[src/rtl/axil_guard_pkg.sv]
`timescale 1ns/100ps
package axil_guard_pkg;
  typedef enum logic {GRD_PASS = 1'b0, GRD_FORCE = 1'b1} grd_state_e;
  localparam logic [1:0] RESP_OK     = 2'b00;
  localparam logic [1:0] RESP_SLVERR = 2'b10;
endpackage

[src/rtl/axil_guard_sel.sv]
`timescale 1ns/100ps
// Picks the slave payload or a fixed value while a completion is forced.
module axil_guard_sel #(
  parameter int unsigned    W         = 2,
  parameter logic [W-1:0]   FORCE_VAL = '1
) (
  input  logic         force_i,
  input  logic [W-1:0] dn_i,
  output logic [W-1:0] up_o
);
  assign up_o = force_i ? FORCE_VAL : dn_i;
endmodule

[src/rtl/axil_guard_path.sv]
`timescale 1ns/100ps
// One guarded direction: N_REQ request channels and one response channel.
module axil_guard_path
  import axil_guard_pkg::*;
#(
  parameter int unsigned LIMIT_CYC = 16,
  parameter int unsigned N_REQ     = 1,
  parameter int unsigned OWE_W     = 2
) (
  input  logic             clk_i,
  input  logic             rst_ni,
  input  logic [N_REQ-1:0] up_req_valid_i,
  output logic [N_REQ-1:0] up_req_ready_o,
  output logic [N_REQ-1:0] dn_req_valid_o,
  input  logic [N_REQ-1:0] dn_req_ready_i,
  output logic             up_rsp_valid_o,
  input  logic             up_rsp_ready_i,
  input  logic             dn_rsp_valid_i,
  output logic             dn_rsp_ready_o,
  output logic             forced_o
);
  localparam int unsigned     CNT_W   = $clog2(LIMIT_CYC + 1);
  localparam logic [CNT_W-1:0] CNT_END = CNT_W'(LIMIT_CYC - 1);
  localparam logic [OWE_W-1:0] OWE_MAX = {OWE_W{1'b1}};

  grd_state_e       state_q, state_d;
  logic [N_REQ-1:0] done_q, done_d;
  logic [CNT_W-1:0] cnt_q, cnt_d;
  logic [OWE_W-1:0] owe_q, owe_d;

  logic             owed, all_done;
  logic [N_REQ-1:0] req_hs;
  logic             up_hs, drop_hs, progress, waiting, expire;

  assign owed     = (owe_q != '0);
  assign all_done = &done_q;
  assign forced_o = (state_q == GRD_FORCE);

  always_comb begin
    dn_req_valid_o = '0;
    up_req_ready_o = '0;
    up_rsp_valid_o = 1'b0;
    dn_rsp_ready_o = owed;
    if (state_q == GRD_PASS) begin
      dn_req_valid_o = up_req_valid_i & ~done_q;
      up_req_ready_o = dn_req_ready_i & ~done_q;
      up_rsp_valid_o = dn_rsp_valid_i & all_done & ~owed;
      if (!owed) dn_rsp_ready_o = up_rsp_ready_i & all_done;
    end else begin
      up_req_ready_o = ~done_q;
      up_rsp_valid_o = all_done;
    end
  end

  assign req_hs   = up_req_valid_i & up_req_ready_o;
  assign up_hs    = up_rsp_valid_o & up_rsp_ready_i;
  assign drop_hs  = dn_rsp_valid_i & dn_rsp_ready_o & owed;
  assign progress = (|req_hs) | up_hs | drop_hs;
  // Only waits on the slave count; master back-pressure does not.
  assign waiting  = (state_q == GRD_PASS) &&
                    ((|(up_req_valid_i & ~done_q)) || (all_done && !up_rsp_valid_o));
  assign expire   = waiting && !progress && (cnt_q == CNT_END);

  always_comb begin
    cnt_d = cnt_q;
    if (!waiting || progress || expire) cnt_d = '0;
    else                                cnt_d = cnt_q + 1'b1;

    done_d = up_hs ? '0 : (done_q | req_hs);

    state_d = state_q;
    if (state_q == GRD_PASS && expire)      state_d = GRD_FORCE;
    else if (state_q == GRD_FORCE && up_hs) state_d = GRD_PASS;

    owe_d = owe_q;
    if (expire && all_done && owe_q != OWE_MAX) owe_d = owe_q + 1'b1;
    else if (drop_hs)                           owe_d = owe_q - 1'b1;
  end

  always_ff @(posedge clk_i or negedge rst_ni) begin
    if (!rst_ni) begin
      state_q <= GRD_PASS;
      done_q  <= '0;
      cnt_q   <= '0;
      owe_q   <= '0;
    end else begin
      state_q <= state_d;
      done_q  <= done_d;
      cnt_q   <= cnt_d;
      owe_q   <= owe_d;
    end
  end

  // a response offered to the master is held until taken
  a_r6_rsp_hold: assert property (@(posedge clk_i) disable iff (!rst_ni)
    up_rsp_valid_o && !up_rsp_ready_i |=> up_rsp_valid_o);
  // forcing starts only when the count sat at its last value
  a_r3_expire_at_limit: assert property (@(posedge clk_i) disable iff (!rst_ni)
    $rose(forced_o) |-> $past(cnt_q) == CNT_END);
  // slave sees no request while a completion is forced
  a_r5_dn_quiet: assert property (@(posedge clk_i) disable iff (!rst_ni)
    forced_o |-> dn_req_valid_o == '0);
  // no response before every request channel was accepted
  a_r1_rsp_after_req: assert property (@(posedge clk_i) disable iff (!rst_ni)
    up_rsp_valid_o |-> all_done);
  // stall count never passes the budget
  a_r8_cnt_bound: assert property (@(posedge clk_i) disable iff (!rst_ni)
    cnt_q <= CNT_END);
endmodule

[src/rtl/axil_stall_guard.sv]
`timescale 1ns/100ps
module axil_stall_guard
  import axil_guard_pkg::*;
#(
  parameter int unsigned ADDR_W    = 32,
  parameter int unsigned DATA_W    = 32,
  parameter int unsigned LIMIT_CYC = 16,
  parameter int unsigned OWE_W     = 2
) (
  input  logic                clk_i,
  input  logic                rst_ni,
  input  logic                up_awvalid_i,
  output logic                up_awready_o,
  input  logic [ADDR_W-1:0]   up_awaddr_i,
  input  logic                up_wvalid_i,
  output logic                up_wready_o,
  input  logic [DATA_W-1:0]   up_wdata_i,
  input  logic [DATA_W/8-1:0] up_wstrb_i,
  output logic                up_bvalid_o,
  input  logic                up_bready_i,
  output logic [1:0]          up_bresp_o,
  input  logic                up_arvalid_i,
  output logic                up_arready_o,
  input  logic [ADDR_W-1:0]   up_araddr_i,
  output logic                up_rvalid_o,
  input  logic                up_rready_i,
  output logic [DATA_W-1:0]   up_rdata_o,
  output logic [1:0]          up_rresp_o,
  output logic                dn_awvalid_o,
  input  logic                dn_awready_i,
  output logic [ADDR_W-1:0]   dn_awaddr_o,
  output logic                dn_wvalid_o,
  input  logic                dn_wready_i,
  output logic [DATA_W-1:0]   dn_wdata_o,
  output logic [DATA_W/8-1:0] dn_wstrb_o,
  input  logic                dn_bvalid_i,
  output logic                dn_bready_o,
  input  logic [1:0]          dn_bresp_i,
  output logic                dn_arvalid_o,
  input  logic                dn_arready_i,
  output logic [ADDR_W-1:0]   dn_araddr_o,
  input  logic                dn_rvalid_i,
  output logic                dn_rready_o,
  input  logic [DATA_W-1:0]   dn_rdata_i,
  input  logic [1:0]          dn_rresp_i
);
  localparam int unsigned WR_REQ = 2;
  localparam int unsigned RD_REQ = 1;

  logic [WR_REQ-1:0] wr_up_valid, wr_up_ready, wr_dn_valid, wr_dn_ready;
  logic [RD_REQ-1:0] rd_up_ready, rd_dn_valid;
  logic              wr_forced, rd_forced;

  assign wr_up_valid  = {up_wvalid_i, up_awvalid_i};
  assign wr_dn_ready  = {dn_wready_i, dn_awready_i};
  assign up_awready_o = wr_up_ready[0];
  assign up_wready_o  = wr_up_ready[1];
  assign dn_awvalid_o = wr_dn_valid[0];
  assign dn_wvalid_o  = wr_dn_valid[1];
  assign up_arready_o = rd_up_ready[0];
  assign dn_arvalid_o = rd_dn_valid[0];

  assign dn_awaddr_o = up_awaddr_i;
  assign dn_wdata_o  = up_wdata_i;
  assign dn_wstrb_o  = up_wstrb_i;
  assign dn_araddr_o = up_araddr_i;

  axil_guard_path #(.LIMIT_CYC(LIMIT_CYC), .N_REQ(WR_REQ), .OWE_W(OWE_W)) i_wr_path (
    .clk_i, .rst_ni,
    .up_req_valid_i (wr_up_valid),
    .up_req_ready_o (wr_up_ready),
    .dn_req_valid_o (wr_dn_valid),
    .dn_req_ready_i (wr_dn_ready),
    .up_rsp_valid_o (up_bvalid_o),
    .up_rsp_ready_i (up_bready_i),
    .dn_rsp_valid_i (dn_bvalid_i),
    .dn_rsp_ready_o (dn_bready_o),
    .forced_o       (wr_forced)
  );

  axil_guard_path #(.LIMIT_CYC(LIMIT_CYC), .N_REQ(RD_REQ), .OWE_W(OWE_W)) i_rd_path (
    .clk_i, .rst_ni,
    .up_req_valid_i (up_arvalid_i),
    .up_req_ready_o (rd_up_ready),
    .dn_req_valid_o (rd_dn_valid),
    .dn_req_ready_i (dn_arready_i),
    .up_rsp_valid_o (up_rvalid_o),
    .up_rsp_ready_i (up_rready_i),
    .dn_rsp_valid_i (dn_rvalid_i),
    .dn_rsp_ready_o (dn_rready_o),
    .forced_o       (rd_forced)
  );

  axil_guard_sel #(.W(2), .FORCE_VAL(RESP_SLVERR)) i_bresp_sel (
    .force_i (wr_forced), .dn_i (dn_bresp_i), .up_o (up_bresp_o));
  axil_guard_sel #(.W(2), .FORCE_VAL(RESP_SLVERR)) i_rresp_sel (
    .force_i (rd_forced), .dn_i (dn_rresp_i), .up_o (up_rresp_o));
  axil_guard_sel #(.W(DATA_W), .FORCE_VAL({DATA_W{1'b1}})) i_rdata_sel (
    .force_i (rd_forced), .dn_i (dn_rdata_i), .up_o (up_rdata_o));

  // a forced read always answers with the error code
  a_r4_rd_err: assert property (@(posedge clk_i) disable iff (!rst_ni)
    up_rvalid_o && rd_forced |-> up_rresp_o == RESP_SLVERR && up_rdata_o == {DATA_W{1'b1}});
endmodule

[config.mk]
export PLATFORM = sky130hd
export DESIGN_NAME = axil_stall_guard
export DESIGN_NICKNAME = d
export VERILOG_FILES = /design/src/rtl/axil_guard_pkg.sv /design/src/rtl/axil_guard_sel.sv /design/src/rtl/axil_guard_path.sv /design/src/rtl/axil_stall_guard.sv
export SDC_FILE = /design/constraint.sdc
export NUM_CORES = 1
export LEC_CHECK = 0
export BUFFER_PORTS_ARGS = -buffer_cell sky130_fd_sc_hd__buf_2
export CAP_MARGIN = 40
export CORE_AREA = 5 5 110 112
export CTS_CLUSTER_DIAMETER = 100
export CTS_CLUSTER_SIZE = 8
export DETAILED_ROUTE_END_ITERATION = 8
export DIE_AREA = 0 0 115 117
export PLACE_DENSITY = 0.55
export RECOVER_POWER = 25
export SLEW_MARGIN = 20
export SYNTH_ARGS = -nofsm -noshare
export SYNTH_HDL_FRONTEND = slang
export SYNTH_SLANG_ARGS = --single-unit
[constraint.sdc]
create_clock -name clk_i -period 2.1 [get_ports clk_i]
set_clock_uncertainty 0.2 [all_clocks]
set_input_delay 0.105 -clock clk_i [delete_from_list [all_inputs] [get_ports clk_i]]
set_output_delay 0.105 -clock clk_i [all_outputs]
set_load 0.02 [all_outputs]
==> results of run 1 <==
## registers in the layout, indices dropped and copies added, names as in the netlist
register	cells
i_rd_path.cnt_q	5
i_wr_path.cnt_q	5
i_rd_path.owe_q	2
i_wr_path.done_q	2
i_wr_path.owe_q	2
i_rd_path.all_done	1
i_rd_path.forced_o	1
i_wr_path.forced_o	1
## metal layers
metal | global-route usage [%] | wire [um]
met1 | 6.311 | 1540
met2 | 11.42 | 2791
met3 | 2.828 | 535
met4 | 3.678 | 178
met5 | 0 | 0
## timing repair
item	4_1_cts	5_1_grt
hold endpoints to repair	25	0
hold buffers	5	0
resized for setup	0	0
## cells by family after synthesis
kind of cell	synth area share, %
XOR/XNOR	1.749
adder cells (fa/ha/maj)	2.499
flip-flops	23.74
AO/OA/AOI/OAI	8.808
AND/OR/NAND/NOR	23.11
buffers and inverters	40.10
## area by class of cell
cell class | instances | area, um2
well taps | 143 | 178.9
clock buffers | 4 | 78.83
inverters | 7 | 26.28
multi-input cells | 113 | 724.4
repair buffers | 99 | 535.5
flip-flops and latches | 19 | 475.5
fillers | 1257 | 9106
## power groups by stage
stage	registers [mW]	clock network, mW	logic, mW
finish	0.515	0.386	0.539
global route	0.531	0.413	0.602
CTS	0.514	0.397	0.550
detailed placement	0.520	0	0.541
global placement	0.518	0	0.534
floorplan	0.487	0	0.672
## how the worst max path moves through the flow
stage	to	slack, ns	cells after the start
floorplan	i_wr_path.owe_q[0]	0.27	5
finish	i_wr_path.owe_q[0]	0.17	5
CTS	i_wr_path.owe_q[0]	0.17	5
global route	i_wr_path.owe_q[0]	0.1	5
global placement	i_wr_path.owe_q[0]	0.21	5
detailed placement	i_wr_path.owe_q[0]	0.18	5
## synth_stat cells
| master | n | area, um2 |
|---|---|---|
| sky130_fd_sc_hd__o31ai_1 | 1 | 7.510 |
| sky130_fd_sc_hd__a21oi_1 | 3 | 15.01 |
| sky130_fd_sc_hd__a221oi_1 | 1 | 8.760 |
| sky130_fd_sc_hd__and4b_1 | 1 | 10.01 |
| sky130_fd_sc_hd__a31oi_1 | 1 | 6.260 |
| sky130_fd_sc_hd__o31a_1 | 1 | 8.760 |
| sky130_fd_sc_hd__nand2_1 | 5 | 18.77 |
| sky130_fd_sc_hd__a2111o_1 | 1 | 11.26 |
| sky130_fd_sc_hd__or2_2 | 34 | 212.7 |
| sky130_fd_sc_hd__o311a_1 | 2 | 20.02 |
| sky130_fd_sc_hd__inv_1 | 7 | 26.28 |
| sky130_fd_sc_hd__nor2_1 | 16 | 60.06 |
| sky130_fd_sc_hd__a211oi_1 | 1 | 7.510 |
| sky130_fd_sc_hd__nand2b_1 | 4 | 25.02 |
| sky130_fd_sc_hd__nor3b_1 | 4 | 30.03 |
| sky130_fd_sc_hd__nand3_1 | 4 | 20.02 |
| sky130_fd_sc_hd__o21a_1 | 3 | 22.52 |
| sky130_fd_sc_hd__nor2b_1 | 4 | 25.02 |
| sky130_fd_sc_hd__nor4b_1 | 1 | 8.760 |
| sky130_fd_sc_hd__o21ai_0 | 5 | 25.02 |
| sky130_fd_sc_hd__ha_1 | 4 | 50.05 |
| sky130_fd_sc_hd__nand3b_1 | 2 | 15.01 |
| sky130_fd_sc_hd__nor4_1 | 4 | 25.02 |
| sky130_fd_sc_hd__o21ba_2 | 1 | 10.01 |
| sky130_fd_sc_hd__o21bai_1 | 1 | 7.510 |
| sky130_fd_sc_hd__buf_4 | 101 | 758.2 |
| sky130_fd_sc_hd__xnor2_1 | 2 | 17.52 |
| sky130_fd_sc_hd__dfrtp_1 | 19 | 475.5 |
| sky130_fd_sc_hd__clkbuf_1 | 5 | 18.77 |
| sky130_fd_sc_hd__a22o_1 | 1 | 8.760 |
| sky130_fd_sc_hd__a211o_1 | 1 | 8.760 |
| sky130_fd_sc_hd__xor2_1 | 2 | 17.52 |
| sky130_fd_sc_hd__o2111ai_1 | 1 | 8.760 |
| sky130_fd_sc_hd__and3_1 | 2 | 12.51 |
## per-stage QoR
step / util [%] / cell area, um2 / hold WS [ns]
CTS: 18.15 / 2019 / 0.01014
global route: 18.15 / 2019 / 0.01003
floorplan: - / 2003 / -0.3906
global placement: 16.99 / 1891 / -0.1280
detailed placement: 16.99 / 1891 / -0.1235
finish: 18.15 / 2019 / 0.01001
## critical path: cells and delay by family (launching register included)
family / cells / cell delay (ns)
fa+ha+maj: 2 / 0.48
simple gates: 2 / 0.44
flops: 1 / 0.40
compound gates: 1 / 0.29
==> reports/summary.md, run 1 <==
The endpoint class of the critical path is a flip-flop. The first global-routing pass estimated 6803 um of wire. The post-route netlist has 54.55% of its cells at a drive strength greater than 1. In this run, distinct cell masters in the synthesized netlist total 34.

In this run switching power makes up 35.08% of total power. The antenna diode count was 0. The commonest non-fill, non-tap cell in the layout is sky130_fd_sc_hd__buf_2. The cell type with the highest occurrence count on the critical path is sky130_fd_sc_hd__ha_1.

The tools report the number of maximum-capacitance constraint violations as 0. Summed over all cells, the static leakage comes to 1.028 nW. Counting every sink on the clock net gives 19. The number of stages on the worst hold path is 0, and the number of levels the H-tree was split into is 1. The number of buffers added on ports was 93; the global placement routability congestion was 0.7294. Worst voltage drop across the vdd grid: 0.1894 mV. The run finished with clean final reports. Power share of the sequential group: 35.8%. Clock tree synthesis selected as its root buffer the cell sky130_fd_sc_hd__clkbuf_16. The logs give 39 for the floorplan row count and 0.01113 mm2 for the core region area. Synthesis inferred 19 register bits. The number of antenna violations at the first check in global routing is 0, and the total internal power is 0.9346 mW. The power dissipated by switching net loads is 0.5050 mW, and the layout-stage area growth over the synthesis result is 0.8122%.

STA puts the critical path data required time at 2.03 ns. In the final routed layout, each cell accounts on average for 13.10 um. The global route total overflow came out at 0. The clock latency on the worst-skew pair is 0.25 ns, and the total I/O pin count is 294. Startpoint of the worst-slack reg-to-reg timing path: i_wr_path.cnt_q[0].

Adding up every negative setup slack in the final design gives 0 ns. The critical register-to-register path endpoint is i_wr_path.owe_q[0]. The detail-routed via count per cell is 3.743. The classification of the worst-slack hold path was in2out. Traced cell by cell, the critical path runs through ha_1 -> and3_1 -> ha_1 -> and4b_1 -> o311a_1. The maximum net fanout on the critical path came out at 7. TritonCTS built the clock tree.

The number of vias after detailed routing was 1441. The logs give 65 for the violation count after the first detailed-route iteration and 245 for the cell count after synthesis. Clock-pin slew was measured on the worst setup and hold paths at 0.05 ns. For the worst flop-to-flop path, the logic depth is 5.

Headroom to the max-slew limit came out at 64.16%. The worst hold path terminates at dn_araddr_o[22]. The die is 115 um wide.

For the final hold violation count, the log shows 0. The critical path in this run is classified as reg2reg. In this run, the clock network consumes 26.8% of the power. The number of setup violations in the final report was 0. In this run, CTS created clock tree buffers numbering 3. Entering global routing, the biggest net connects 28 pins. The die covers 0.01346 mm2.

Largest stage delay on the critical path: 0.40 ns. After clock tree synthesis, the setup repair step added 0 buffers. For the overall track demand over capacity in global routing, the log shows 6.461%. Beginning of the worst hold path: up_araddr_i[22].

After the last flow step, the layout net total stands at 395. The power share of the combinational group is 37.5%, and the worst-margin pin slew is 0.5371 ns. The run gives 1.440 mW as the total power. Setup repair after global routing left no endpoint under its margin. The average cell area after synthesis works out to 8.176 um2.

Leaving out fill and tap cells, the most frequent cells in the layout are 93 x sky130_fd_sc_hd__buf_2, 34 x sky130_fd_sc_hd__or2_2, 19 x sky130_fd_sc_hd__dfrtp_1. The run gives 0 as the final antenna-violating net count. In this run the deepest clock path goes through 2 buffers. The worst setup path is launched from a flip-flop. The detailed-route DRC error count is 0, and the share of the clock period used by the worst path after layout is 91.80%.

The vertical extent of the die works out to 117 um. For the final setup slack of the worst path, the log shows 0.1723 ns. Worst endpoint data arrival time: 1.86 ns. Detailed placement finished with a half-perimeter wire length of 4385 um.

For this run, the number of Yosys warnings is 0. Derived from the worst setup path, the maximum achievable clock frequency is 0.5188 GHz. The power density relative to cell area was 712.9 mW/mm2. Subtracting the final worst setup slack from the clock period gives 1.928 ns. Synthesis produced a netlist with a net count of 397.

Once placement completed, the tool counted placed cells totaling 376. Once the floorplan was initialized, standard cells occupied 18.00% of the core. The most critical setup path has its startpoint at i_wr_path.cnt_q[0]. Before antenna repair, the detailed router went through 4 iterations. Final-report max-slew violation count: 0. Standard cell with the maximum stage delay on the critical path: sky130_fd_sc_hd__dfrtp_1. Timing analysis after detailed placement gives a worst setup slack of 0.1801 ns.

Leaving out filler cells and counting taps, the final layout contains 385. In this run the register-to-register setup slack is 0.17 ns. The logs give 1339 for the via count of the first global-routing pass and 0.002003 mm2 for the summed instance area of the synthesized netlist. The fraction of the yosys area taken by sequential cells came out at 23.74%. The total wire length came out at 5045 um.
No activity file was read; power rests on OpenSTA's default activity.
==> run 2: changes to the inputs <==
- CTS_BUF_LIST: unset -> sky130_fd_sc_hd__clkbuf_4 sky130_fd_sc_hd__clkbuf_8
==> run 2 against run 1 <==
Compared with the run above: sequential cell count unchanged; via count about the same; combinational power about the same; sequential power about the same; maximum frequency down 0.14%; worst hold slack unchanged; clock power down 32%; critical path depth unchanged; critical path type unchanged.
==> reports/summary.md, run 2 (synthesized netlist as in run 1, its figures left out) <==
For the clock share of power, the log shows 20.0% (-6.8 points). TritonCTS built the clock tree. The number of maximum-capacitance constraint violations was 0 (unchanged). The largest stage delay on the critical path works out to 0.40 ns (about the same).

The worst setup path is of the reg2reg kind. For the clock latency on the worst-skew pair, the log shows 0.25 ns (about the same). The number of setup violations in the final report was 0 (unchanged); the power share of the sequential group was 39.1% (+3.3 points).

The number of stages on the worst hold path was 0 (unchanged); the core region area was 0.01113 mm2 (unchanged). The tools report the power share of the combinational group as 41.0% (+3.5 points). The worst-margin pin slew came out at 0.5375 ns (+0.0003942 ns). The length in cells of the worst reg-to-reg path is 5 (unchanged). The flow ran to the end, and the final reports show no timing, DRC or antenna violations.

The layout-stage area growth over the synthesis result was -0.6870%. The normalized max-slew margin is 64.13% (about the same). Standard cell with the maximum stage delay on the critical path: sky130_fd_sc_hd__dfrtp_1.

The total I/O pin count came out at 294 (unchanged). Counting stages on the worst path, the most repeated cell is sky130_fd_sc_hd__ha_1. The instance count on the critical path is 5 (unchanged), and the net total in the final layout is 395 (unchanged). The tools report the initial core utilization as 18.00% (unchanged). The critical path goes through ha_1 -> and3_1 -> ha_1 -> and4b_1 -> o311a_1. In the layout the commonest cells are 93 x sky130_fd_sc_hd__buf_2, 34 x sky130_fd_sc_hd__or2_2, 19 x sky130_fd_sc_hd__dfrtp_1. The maximum net fanout on the critical path works out to 7 (unchanged). On the critical path the largest part of the delay comes from adder cells. For the worst path required time, the log shows 2.04 ns (about the same). The worst voltage drop across the vdd grid was 0.1811 mV (-4.4%); the number of search-and-repair iterations in the first detailed-routing pass was 4 (unchanged). The floorplan row count was 39 (unchanged). STA classifies the critical path startpoint as a flip-flop.

For the power dissipated by switching net loads, the log shows 0.4930 mW (-2.4%). The final-report max-slew violation count is 0 (unchanged). The sequential cell area in the final layout came out at 475.5 um2 (unchanged).

Worst endpoint data arrival time: 1.87 ns (about the same). The number of antenna violations at the first check in global routing was 0 (unchanged); the violation count after the first detailed-route iteration was 64 (-1.5%). The die span in x works out to 115 um (unchanged).

The fraction of layout cells with a size suffix above 1 was 54.96% (+0.41 points); the total internal power was 0.8236 mW (-12%). The cell leakage power was 1.016 nW (-1.2%); the largest net degree at the start of global routing was 28 (unchanged). The count of buffer and inverter cells on the critical path was 0 (unchanged); the area of the multi-input gates was 724.4 um2 (unchanged). The antenna diode count was 0 (unchanged); the clock-pin slew of the registers on the worst-case setup and hold paths was 0.07 ns (+0.02 ns).

The logs give 3 (unchanged) for the number of buffers inserted during clock tree synthesis and 1442 (+0.069%) for the number of vias after detailed routing. The global route total overflow is 0 (unchanged), and the count of filler cells inserted in the layout is 1261 (+0.32%). Vertical extent of the die: 117 um (unchanged). The clock period minus final worst setup slack is 1.930 ns (+0.002769 ns), and the total wire length is 5046 um (about the same). For the highest attainable clock frequency, the log shows 0.5180 GHz (-0.14%). Via count of the first global-routing pass: 1339 (unchanged).

The share of total power consumed by net switching was 37.44% (+2.4 points); the TritonCTS sink count was 19 (unchanged). The tools report the final hold violation count as 0 (unchanged). The post-cts sizing count is 0 (unchanged). For the final cell count without fillers, the log shows 385 (unchanged). For the final antenna-violating net count, the log shows 0 (unchanged). The tools report the post-route setup TNS as 0 ns (unchanged). The largest registers in the layout are i_rd_path.cnt_q x5, i_wr_path.cnt_q x5. The share of the clock period used by the worst path after layout works out to 91.93% (+0.13 points). The tools report the clock root buffer as sky130_fd_sc_hd__clkbuf_8. The logs give 4385 um (unchanged) for the HPWL after detailed placement and 2 (unchanged) for the maximum number of buffers from clock root to sink. The power density relative to cell area is 661.8 mW/mm2 (-7.2%), and the number of levels the H-tree was split into is 1 (unchanged).

In this run the worst hold path is classified as in2out. The wire length of the first global-routing pass was 6803 um (unchanged); the number of buffers added on ports was 93 (unchanged). Detailed-route DRC error count: 0 (unchanged). Leaving out fill and tap cells, the most frequent cell in the layout is sky130_fd_sc_hd__buf_2.

The global placement routability congestion was 0.7294 (unchanged). The logs give 0.01346 mm2 (unchanged) for the die area and 376 (unchanged) for the cell total after placement. The overall track demand over capacity in global routing came out at 6.461% (unchanged). STA classifies the critical path endpoint as a flip-flop.

Setup repair after global routing left no endpoint under its margin. The detail-routed via count per cell is 3.745 (about the same). The wire length per cell after detailed routing is 13.11 um (about the same).
-- run 2: path summary, 6_finish.rpt --
kind,startpoint,endpoint,slack [ns]
worst max-delay path,i_wr_path.cnt_q[0],i_wr_path.owe_q[0],0.17
worst min-delay path,up_araddr_i[22],dn_araddr_o[22],0.01
max in group asynchronous,rst_ni,i_rd_path.cnt_q[0],1.27
worst min register to register,i_rd_path.cnt_q[0],i_rd_path.cnt_q[0],0.26
min in group asynchronous,rst_ni,i_wr_path.done_q[0],0.13
worst max register to register,i_wr_path.cnt_q[0],i_wr_path.owe_q[0],0.17
-- run 2: per-stage QoR --
stage	worst slack (ns)	hold slack [ns]	util (%)	cell area, um2	power, mW
after floorplan	0.2738	-0.3906	-	2003	1.159
after global placement	0.2101	-0.1280	16.99	1891	1.053
after detailed placement	0.1801	-0.1235	16.99	1891	1.061
after CTS	0.1696	0.01014	17.88	1989	1.338
after global routing	0.09428	0.01003	17.88	1989	1.422
final	0.1695	0.01001	17.88	1989	1.317
-- run 2: area by class of cell --
cell class | instances | area share [%]
multi-input combinational | 113 | 36.42
timing repair buffer | 99 | 26.92
sequential | 19 | 23.90
tap | 143 | 8.994
clock buffer | 4 | 2.453
inverter | 7 | 1.321
-- run 2: timing repair --
action | in CTS | in global routing
buffers inserted | 0 | 0
hold endpoints to repair | 25 | 0
hold buffers | 5 | 0
-- run 2: per-layer routing --
layer | GRT usage [%] | vias to the layer above | share of wire, %
met5 | 0 | - | 0
met4 | 3.678 | 0 | 3.5
met3 | 2.828 | 32 | 11
met2 | 11.42 | 68 | 55
met1 | 6.311 | 653 | 31
li1 | - | 689 | -
-- run 2: power groups by stage --
stage               registers (mW)  clock network [mW]  logic, mW
floorplan                    0.487                   0      0.672
global placement             0.518                   0      0.534
detailed placement           0.520                   0      0.541
CTS                          0.513               0.274      0.550
global route                 0.530               0.290      0.602
finish                       0.514               0.263      0.540
